File: src/rtl/sup_pkg.sv
`timescale 1ns/1ps
package sup_pkg;

  typedef enum logic {
    WD_PLAN_STD  = 1'b0,
    WD_PLAN_FAST = 1'b1
  } wd_plan_e;

  function automatic int unsigned max_u(input int unsigned a, input int unsigned b);
    return (a > b) ? a : b;
  endfunction

endpackage

File: src/rtl/sup_tick_gen.sv
`timescale 1ns/1ps
module sup_tick_gen #(
  parameter int unsigned TICK_DIV = 50000
) (
  input  logic clk_i,
  input  logic rst_ni,
  output logic tick_o
);

  generate
    if (TICK_DIV <= 1) begin : g_pass
      assign tick_o = 1'b1;
    end else begin : g_div
      localparam int unsigned PW = $clog2(TICK_DIV);
      localparam logic [PW-1:0] LAST = PW'(TICK_DIV - 1);
      logic [PW-1:0] pre_q;

      always_ff @(posedge clk_i or negedge rst_ni) begin
        if (!rst_ni)             pre_q <= '0;
        else if (pre_q == LAST)  pre_q <= '0;
        else                     pre_q <= pre_q + 1'b1;
      end

      assign tick_o = (pre_q == LAST);


      tick_spacing_chk: assert property (@(posedge clk_i) disable iff (!rst_ni)
        tick_o |=> !tick_o);
    end
  endgenerate

endmodule

File: src/rtl/sup_kick_edge.sv
`timescale 1ns/1ps
module sup_kick_edge (
  input  logic clk_i,
  input  logic rst_ni,
  input  logic kick_i,
  output logic edge_o
);

  // [0],[1] synchronizer, [2] previous synchronized level
  logic [2:0] kq;

  always_ff @(posedge clk_i or negedge rst_ni) begin
    if (!rst_ni) kq <= '0;
    else         kq <= {kq[1:0], kick_i};
  end

  assign edge_o = kq[1] ^ kq[2];

endmodule

File: src/rtl/sup_rst_stretch.sv
`timescale 1ns/1ps
module sup_rst_stretch #(
  parameter int unsigned RST_TICKS = 200
) (
  input  logic clk_i,
  input  logic rst_ni,
  input  logic tick_i,
  input  logic pwr_good_i,
  input  logic wd_expire_i,
  output logic rst_active_o
);

  localparam int unsigned CW = $clog2(RST_TICKS + 1);
  localparam logic [CW-1:0] LAST = CW'(RST_TICKS - 1);

  logic          active_q;
  logic [CW-1:0] cnt_q;

  always_ff @(posedge clk_i or negedge rst_ni) begin
    if (!rst_ni) begin
      active_q <= 1'b1;
      cnt_q    <= '0;
    end else if (!pwr_good_i || wd_expire_i) begin
      active_q <= 1'b1;
      cnt_q    <= '0;
    end else if (active_q && tick_i) begin
      if (cnt_q == LAST) active_q <= 1'b0;
      else               cnt_q    <= cnt_q + 1'b1;
    end
  end

  assign rst_active_o = active_q;


  pwr_low_holds_chk: assert property (@(posedge clk_i) disable iff (!rst_ni)
    !pwr_good_i |=> active_q);


  release_needs_pwr_chk: assert property (@(posedge clk_i) disable iff (!rst_ni)
    $fell(active_q) |-> $past(pwr_good_i));


  expire_starts_rst_chk: assert property (@(posedge clk_i) disable iff (!rst_ni)
    wd_expire_i |=> (active_q && cnt_q == '0));

endmodule

File: src/rtl/sup_wdog_timer.sv
`timescale 1ns/1ps
module sup_wdog_timer
  import sup_pkg::*;
#(
  parameter int unsigned WD_STD_TICKS   = 1600,
  parameter int unsigned WD_FAST_TICKS  = 100,
  parameter int unsigned WD_FIRST_TICKS = 1600
) (
  input  logic     clk_i,
  input  logic     rst_ni,
  input  logic     tick_i,
  input  logic     kick_edge_i,
  input  logic     pwr_good_i,
  input  logic     rst_active_i,
  input  logic     disable_i,
  input  wd_plan_e plan_i,
  output logic     expire_o,
  output logic     fault_o
);

  localparam int unsigned WD_MAX = max_u(max_u(WD_STD_TICKS, WD_FAST_TICKS), WD_FIRST_TICKS);
  localparam int unsigned CW     = $clog2(WD_MAX + 1);

  logic [CW-1:0] cnt_q, lim;
  logic          first_q, fault_q, hold;

  always_comb begin
    unique case (plan_i)
      WD_PLAN_FAST: lim = first_q ? CW'(WD_FIRST_TICKS) : CW'(WD_FAST_TICKS);
      default:      lim = CW'(WD_STD_TICKS);
    endcase
  end

  assign hold     = !pwr_good_i || rst_active_i || disable_i;
  // >= keeps a plan change mid-period from skipping the limit
  assign expire_o = !hold && !kick_edge_i && tick_i && (cnt_q >= lim - 1'b1);

  always_ff @(posedge clk_i or negedge rst_ni) begin
    if (!rst_ni) begin
      cnt_q   <= '0;
      first_q <= 1'b1;
      fault_q <= 1'b0;
    end else begin
      if (hold || kick_edge_i || expire_o) cnt_q <= '0;
      else if (tick_i)                     cnt_q <= cnt_q + 1'b1;

      if (rst_active_i)     first_q <= 1'b1;
      else if (kick_edge_i) first_q <= 1'b0;

      if (!pwr_good_i || disable_i) fault_q <= 1'b0;
      else if (kick_edge_i)         fault_q <= 1'b0;
      else if (expire_o)            fault_q <= 1'b1;
    end
  end

  assign fault_o = fault_q;


  kick_restart_chk: assert property (@(posedge clk_i) disable iff (!rst_ni)
    kick_edge_i |=> (cnt_q == '0));


  fault_latch_chk: assert property (@(posedge clk_i) disable iff (!rst_ni)
    (fault_q && pwr_good_i && !disable_i && !kick_edge_i) |=> fault_q);


  disable_park_chk: assert property (@(posedge clk_i) disable iff (!rst_ni)
    disable_i |=> (cnt_q == '0));


  fault_forced_chk: assert property (@(posedge clk_i) disable iff (!rst_ni)
    (!pwr_good_i || disable_i) |=> !fault_q);

endmodule

File: src/rtl/sup_wdog_top.sv
`timescale 1ns/1ps
module sup_wdog_top
  import sup_pkg::*;
#(
  parameter int unsigned TICK_DIV       = 50000,
  parameter int unsigned RST_TICKS      = 200,
  parameter int unsigned WD_STD_TICKS   = 1600,
  parameter int unsigned WD_FAST_TICKS  = 100,
  parameter int unsigned WD_FIRST_TICKS = 1600
) (
  input  logic clk_i,
  input  logic rst_ni,
  input  logic pwr_good_i,
  input  logic kick_i,
  input  logic fast_mode_i,
  input  logic wd_disable_i,
  output logic sys_rst_o,
  output logic sys_rst_no,
  output logic wd_fault_no
);

  logic     tick, kick_edge, expire, rst_active, fault;
  wd_plan_e plan;

  assign plan = wd_plan_e'(fast_mode_i);

  sup_tick_gen #(.TICK_DIV(TICK_DIV)) u_tick (
    .clk_i (clk_i),
    .rst_ni(rst_ni),
    .tick_o(tick)
  );

  sup_kick_edge u_kick (
    .clk_i (clk_i),
    .rst_ni(rst_ni),
    .kick_i(kick_i),
    .edge_o(kick_edge)
  );

  sup_wdog_timer #(
    .WD_STD_TICKS  (WD_STD_TICKS),
    .WD_FAST_TICKS (WD_FAST_TICKS),
    .WD_FIRST_TICKS(WD_FIRST_TICKS)
  ) u_wdog (
    .clk_i       (clk_i),
    .rst_ni      (rst_ni),
    .tick_i      (tick),
    .kick_edge_i (kick_edge),
    .pwr_good_i  (pwr_good_i),
    .rst_active_i(rst_active),
    .disable_i   (wd_disable_i),
    .plan_i      (plan),
    .expire_o    (expire),
    .fault_o     (fault)
  );

  sup_rst_stretch #(.RST_TICKS(RST_TICKS)) u_rst (
    .clk_i       (clk_i),
    .rst_ni      (rst_ni),
    .tick_i      (tick),
    .pwr_good_i  (pwr_good_i),
    .wd_expire_i (expire),
    .rst_active_o(rst_active)
  );

  assign sys_rst_o   = rst_active | ~pwr_good_i;
  assign sys_rst_no  = ~sys_rst_o;
  assign wd_fault_no = ~(fault & pwr_good_i & ~wd_disable_i);


  no_wd_timeout_unpowered_chk: assert property (@(posedge clk_i) disable iff (!rst_ni)
    !pwr_good_i |-> !expire);

endmodule

File: config.mk
export PLATFORM = sky130hd
export DESIGN_NAME = sup_wdog_top
export DESIGN_NICKNAME = d
export VERILOG_FILES = /design/src/rtl/sup_pkg.sv /design/src/rtl/sup_tick_gen.sv /design/src/rtl/sup_kick_edge.sv /design/src/rtl/sup_rst_stretch.sv /design/src/rtl/sup_wdog_timer.sv /design/src/rtl/sup_wdog_top.sv
export SDC_FILE = /design/constraint.sdc
export NUM_CORES = 1
export LEC_CHECK = 0
export BUFFER_PORTS_ARGS = -buffer_cell sky130_fd_sc_hd__buf_4
export CELL_PAD_IN_SITES_DETAIL_PLACEMENT = 0
export CELL_PAD_IN_SITES_GLOBAL_PLACEMENT = 1
export CORE_MARGIN = 8
export CORE_UTILIZATION = 48
export DETAILED_ROUTE_END_ITERATION = 8
export PLACE_DENSITY_LB_ADDON = 0.1
export SKIP_CTS_REPAIR_TIMING = 1
export SLEW_MARGIN = 20
export SYNTH_ARGS = -nofsm -noshare
export SYNTH_HDL_FRONTEND = slang
export SYNTH_SLANG_ARGS = --single-unit
File: constraint.sdc
create_clock -name clk_i -period 2.8 [get_ports clk_i]
set_input_delay 0.42 -clock clk_i [delete_from_list [all_inputs] [get_ports clk_i]]
set_output_delay 0.42 -clock clk_i [all_outputs]
set_load 0.02 [all_outputs]
==> flow_metrics.env, run 1 <==
export IMPL_firstDrtPassIters=4
export IMPL_dieArea_um2=6950
export IMPL_yosys_area_top_type="dfrtp_1"
export IMPL_synth_cell_type_count=40
export IMPL_setup_viol=0
export IMPL_nets=239
export IMPL_cts_made_buffers=5
export IMPL_synth_compound_area_share_pct=7.35
export IMPL_timing_final_crit_share_pct=90.5
export IMPL_synth_area_per_cell_um2=10.2
export IMPL_cp_startpoint="u_wdog.first_q"
export IMPL_yosysWarnings=0
export IMPL_n_antenna_cell=0
export IMPL_cp_arrival_ps=2750
export IMPL_drt_iter0_markers=107
export IMPL_fmax_mhz=395
export IMPL_clockBufferDepth=2
export IMPL_maxCapViolCount=0
export IMPL_synth_top_family_by_area="simple AND/OR/NAND/NOR gates"
export IMPL_grt_max_degree=42
export IMPL_status="finished clean"
export IMPL_gp_congestion=0.772
export IMPL_placed_cell_area_um2=2300
export IMPL_synth_common_cells="dfrtp_1 (39), xor2_1 (21), nand3_1 (18)"
export IMPL_hold_class="in2async"
export IMPL_synth_edff_count=0
export IMPL_drive_above_1_share_pct=12.7
export IMPL_synthAdderAreaFrac_pct=3.44
export IMPL_clk_pin_slew_ps=70
export IMPL_ioPinCount=9
export IMPL_cp_required_ps=3020
export IMPL_cts_tree="yes"
export IMPL_slew_violations=0
export IMPL_r2r_start="u_wdog.first_q"
export IMPL_yosys_top_cells_area="dfrtp_1 (45%), xor2_1 (8.4%), nand3_1 (4.1%)"
export IMPL_core_um2=4350
export IMPL_rsz0062_at_grt="false"
export IMPL_grt_remaining_overflow=0
export IMPL_synthCells=214
export IMPL_final_area_um2=2420
export IMPL_h_tree_depth=2
export IMPL_grt_first_pass_wirelength_um=7830
export IMPL_cts_sinks=41
export IMPL_yosys_area_top_type_share_pct=44.8
export IMPL_die_x_um=83.4
export IMPL_synth_xor_area_share_pct=10.0
export IMPL_syn_nets=226
export IMPL_nFillCells=381
export IMPL_antenna_left=0
export IMPL_tightest_slew_ps=658
export IMPL_initial_utilization_pct=50.1
export IMPL_power_density_nw_per_um2=419
export IMPL_via_per_inst=5.84
export IMPL_synth_flop_cell="dfrtp_1"
export IMPL_finClkSkew_ps=13.4
export IMPL_finalCriticalPeriod_ps=2530
export IMPL_die_y_um=83.4
export IMPL_first_global_vias=1681
export IMPL_vias=1636
export IMPL_relSlewSlack_pct=56.1
export IMPL_peakVddDrop_v=0.000274
export IMPL_async_flop_share_pct=100
export IMPL_end_kind="flop"
export IMPL_clk_latency_ps=290
export IMPL_grt_usage_pct=13.3
export IMPL_crit_type="reg2reg"
export IMPL_rows=24
export IMPL_synth_seq_cells=41
export IMPL_synth_simple_area_share_pct=28.5
export IMPL_synthMuxAreaShare_pct=1.38
export IMPL_synth_seq_area_share_pct=47.2
export IMPL_port_buffers=8
export IMPL_synth_most_common_cell="dfrtp_1"
export IMPL_synthToLayoutAreaGrowth_pct=11.1
export IMPL_antenna_found_initial=0
export IMPL_syn_area_um2=2180
export IMPL_final_util_pct=55.6
export IMPL_root_buffer="clkbuf_8"
export IMPL_leakage_nw=1.05
export IMPL_crit_fanout=10
export IMPL_hold_violations=0
export IMPL_wire_per_inst_um=15.7
export IMPL_fin_tns_setup_ps=0
export IMPL_drc=0
export IMPL_start_kind="flop"
export IMPL_dpl_hpwl_um=3030
export IMPL_routed_wl_um=4400
## logic make-up (layout without fill, tap and decap cells)
kind of cell | after synthesis | count (layout)
AO/OA/AOI/OAI | 22 | 22
AND/OR/NAND/NOR | 106 | 106
buffers and inverters | 11 | 25
adder cells (fa/ha/maj) | 6 | 6
multiplexers | 3 | 3
flip-flops | 41 | 41
XOR/XNOR | 25 | 25
## cell usage in the layout (no fill, tap or decap), drive strengths merged, types with 2 or more instances in the layout
cell type  instances
nor3b              9
buf               12
nand3             18
xor2              21
o2111ai            2
and4bb             2
xnor2              4
o21ai              6
dfrtp             39
a21oi              7
clkbuf             8
a31oi              2
ha                 6
nor2              17
nand4             14
nand2             10
nand3b             2
nor2b              2
and2               2
nand2b             3
nor4               2
inv                5
or3                2
and3               5
nor3              15
mux2i              3
dfstp              2
## area by class of cell
cell class | count | area, um2 | area share (%)
clock buffers | 8 | 90.1 | 3.72
inverters | 5 | 18.8 | 0.775
multi-input cells | 162 | 1120 | 46.1
flip-flops and latches | 41 | 1030 | 42.5
well taps | 52 | 65.1 | 2.69
repair buffers | 12 | 103 | 4.24
## metal layers
metal	wire [um]	global-route usage (%)	vias up	part of all wire (%)
li1	-	-	794	-
met1	2100	16.5	812	48
met5	0	0	-	0
met4	55	4.79	0	1.3
met2	2100	21.5	24	48
met3	144	3.61	6	3.3
## worst max-delay path, stage by stage (launching register included)
cell	delay [ps]
dfstp_2	530
nand2b_1	160
inv_1	130
ha_1	320
nand4_1	110
nor3_1	380
a311oi_4	250
a211oi_4	330
buf_12	160
o21bai_1	100
## metrics by stage
stage          hold WS [ps]  worst slack, ps  instances  power, mW
6_report                109              266        280       1.02
5_1_grt                 138              103        280       1.06
4_1_cts                 118              129        279       1.03
3_5_place_dp            368              156        271      0.630
3_3_place_gp            337              293        271      0.628
2_1_floorplan           124              507        214      0.611
## path summary, 6_finish.rpt
check                                      to  slack [ps]  cells after the start
max in group asynchronous  u_rst.rst_active_o        2320                      1
hold reg to reg                  u_kick.kq[1]         370                      0
min in group clk_i               u_kick.kq[0]         240                      1
setup reg to reg               u_wdog.fault_o         270                      9
setup / recovery               u_wdog.fault_o         270                      9
hold / removal                   u_kick.kq[1]         110                      1
## report_power, final
part / internal [mW] / switching, mW / total, mW
Combinational: 0.00684 / 0.0152 / 0.0221
Clock: 0.201 / 0.197 / 0.398
Sequential: 0.594 / 0.00106 / 0.595
## state kept, by name, indices dropped and copies added (netlist names)
| register | count |
|---|---|
| u_kick.kq | 3 |
| u_rst.cnt_q | 8 |
| u_rst.rst_active_o | 1 |
| u_tick.g_div.pre_q | 16 |
| u_wdog.cnt_q | 11 |
| u_wdog.fault_o | 1 |
| u_wdog.first_q | 1 |
No activity file was read; power rests on OpenSTA's default activity.
==> run 2: changes to the inputs <==
Settings changed: CORE_UTILIZATION 48 to 30, SYNTH_HIERARCHICAL set to 1.
==> flow_metrics.env, run 2 <==
export IMPL_status="finished clean"
export IMPL_total_power_mw=1.01
export IMPL_fmax_mhz=390
export IMPL_end_kind="flop"
export IMPL_vias=1501
export IMPL_firstDrtPassIters=4
export IMPL_routed_wl_um=4240
export IMPL_relSlewSlack_pct=65.3
export IMPL_yosys_area_top_type_share_pct=45.9
export IMPL_nFillCells=721
export IMPL_grt_remaining_overflow=0
export IMPL_dpl_hpwl_um=3070
export IMPL_finalCriticalPeriod_ps=2560
export IMPL_r2r_end="u_rst/cnt_q[2]"
export IMPL_synthCells=200
export IMPL_syn_area_um2=2130
export IMPL_synth_area_per_cell_um2=10.6
export IMPL_synth_cell_type_count=54
export IMPL_leakage_nw=1.12
export IMPL_cp_slowest_stage_delay_ps=530
export IMPL_synth_common_cells="dfrtp_1 (39), nor2_1 (26), xor2_1 (20)"
export IMPL_ioPinCount=9
export IMPL_final_common_cell="dfrtp_1"
export IMPL_port_buffers=8
export IMPL_cts_made_buffers=5
export IMPL_clockBufferDepth=2
export IMPL_final_util_pct=35.2
export IMPL_fin_tns_setup_ps=0
export IMPL_drive_above_1_share_pct=17.2
export IMPL_yosysWarnings=6
export IMPL_die_y_um=100
export IMPL_cp_cell_sequence="nand2b_4, inv_1, ha_1, nand4_1, nor4_1, a32oi_1, nand2_1, and3_1, nand2b_2, a211oi_1, a31o_2"
export IMPL_synth_most_common_cell="dfrtp_1"
export IMPL_largest_register="u_tick/g_div.pre_q"
export IMPL_slew_violations=0
export IMPL_die_x_um=100
export IMPL_power_density_nw_per_um2=420
export IMPL_h_tree_depth=2
export IMPL_first_global_vias=1547
export IMPL_yosys_area_top_type="dfrtp_1"
export IMPL_grt_first_pass_wirelength_um=7400
export IMPL_via_per_inst=4.83
export IMPL_cts_tree="yes"
export IMPL_yosys_top_cells_area="dfrtp_1 (46%), xor2_1 (8.2%), nor2_1 (4.6%)"
export IMPL_layout_setup_ws_ps=236
export IMPL_mostFrequentLayoutCells="dfrtp_1 (39), nor2_1 (26), xor2_1 (20)"
export IMPL_finClkSkew_ps=8.09
export IMPL_syn_nets=213
export IMPL_root_buffer="clkbuf_8"
export IMPL_path_delay_family="simple AND/OR/NAND/NOR gates"
export IMPL_top_regs="u_tick/g_div.pre_q (16), u_wdog/cnt_q (11), u_rst/cnt_q (8)"
export IMPL_drc=0
export IMPL_cp_required_ps=3030
export IMPL_hold_class="in2async"
export IMPL_start_kind="flop"
export IMPL_regArea_um2=1030
export IMPL_hold_violations=0
export IMPL_rsz0062_at_grt="false"
export IMPL_rows=30
export IMPL_cp_arrival_ps=2790
export IMPL_peakVddDrop_v=0.000159
export IMPL_clk_latency_ps=280
export IMPL_gp_congestion=0.806
export IMPL_place_ws_ps=144
export IMPL_antenna_found_initial=0
export IMPL_clk_pin_slew_ps=80
export IMPL_r2r_start="u_wdog/first_q"
export IMPL_rr_worst_depth=11
export IMPL_crit_fanout=7
export IMPL_grt_max_degree=42
export IMPL_r2r_setup_slack_ps=240
export IMPL_cts_sinks=41
export IMPL_synth_edff_count=0
export IMPL_maxCapViolCount=0
export IMPL_synth_flop_cell="dfrtp_1"
export IMPL_synth_seq_area_share_pct=48.4
export IMPL_initial_utilization_pct=31.1
export IMPL_timing_final_crit_share_pct=91.6
export IMPL_grt_usage_pct=9.17
export IMPL_tightest_slew_ps=521
export IMPL_drt_iter0_markers=50
export IMPL_synthToLayoutAreaGrowth_pct=13.1
export IMPL_antenna_left=0
export IMPL_nets=227
export IMPL_async_flop_share_pct=100
export IMPL_setup_viol=0
export IMPL_core_um2=6830
export IMPL_dieArea_um2=10000
export IMPL_crit_type="reg2reg"
export IMPL_largest_reg_flops=16
export IMPL_n_antenna_cell=0
export IMPL_critPathSlowestCell="dfstp_2"
export IMPL_multiInputGateArea_um2=1070
export IMPL_wire_per_inst_um=13.6
export IMPL_cp_num_buf_inv=1
export IMPL_synth_seq_cells=41
run 2: cell types whose count changed in the layout (fill, tap and decap cells not counted), sizes merged, moves of 5 or more:
| cell | change |
|---|---|
| nor3 | -13 |
| nor3b | -8 |
| and4 | +5 |
| nor2 | +9 |
| o21ai | -5 |
| nand4 | -5 |
| nand3 | -11 |
run 2: metal layers:
| layer | GRT usage, % | share of wire [%] | vias up |
|---|---|---|---|
| li1 | - | - | 738 |
| met3 | 2.77 | 3.7 | 5 |
| met1 | 11.3 | 48 | 737 |
| met2 | 14.7 | 47 | 21 |
| met4 | 3.37 | 1.2 | 0 |
| met5 | 0 | 0 | - |
run 2: worst max-delay path by stage:
| stage | startpoint | endpoint | slack (ps) | cells after the start |
|---|---|---|---|---|
| 3_3_place_gp | u_wdog/first_q | u_rst/cnt_q[2] | 260 | 11 |
| 4_1_cts | u_wdog/first_q | u_rst/cnt_q[2] | 110 | 11 |
| 5_1_grt | u_wdog/first_q | u_rst/cnt_q[2] | 40 | 11 |
| 3_5_place_dp | u_wdog/first_q | u_rst/cnt_q[2] | 140 | 11 |
| 6_report | u_wdog/first_q | u_rst/cnt_q[2] | 240 | 11 |
| 2_1_floorplan | u_wdog/first_q | u_rst/cnt_q[2] | 300 | 12 |
run 2: cell families after synthesis:
logic type / share of synthesized area [%]
simple gates: 25.9
flops: 48.4
xor+xnor: 10.7
compound gates: 8.18
buf+inv: 1.82
fa+ha+maj: 4.12
mux: 0.941
run 2: where the power goes:
group / leakage, nW / internal [mW] / switching (mW)
logic: 0.527 / 0.00777 / 0.0178
registers: 0.545 / 0.594 / 0.00104
clock network: 0.0455 / 0.201 / 0.189
total: 1.12 / 0.803 / 0.208
run 2: final cells by class:
cell class              count  area share [%]
well taps                  96            4.99
repair buffers             11            3.43
flip-flops and latches     41            42.7
multi-input cells         151            44.5
inverters                   4           0.624
clock buffers               8            3.74
run 2: worst register-to-register path, cell delays in order (launching register included):
cell	delay, ps
dfstp_2	530
nand2b_4	130
inv_1	80
ha_1	310
nand4_1	150
nor4_1	60
a32oi_1	300
nand2_1	150
and3_1	200
nand2b_2	230
a211oi_1	230
a31o_2	140
run 2: per-stage QoR:
step                std cells  instance area (um2)  hold slack (ps)
floorplan                 200                 2130              124
global placement          302                 2300              342
detailed placement        302                 2300              347
CTS                       310                 2390              121
global route              311                 2410              142
finish                    311                 2410              106
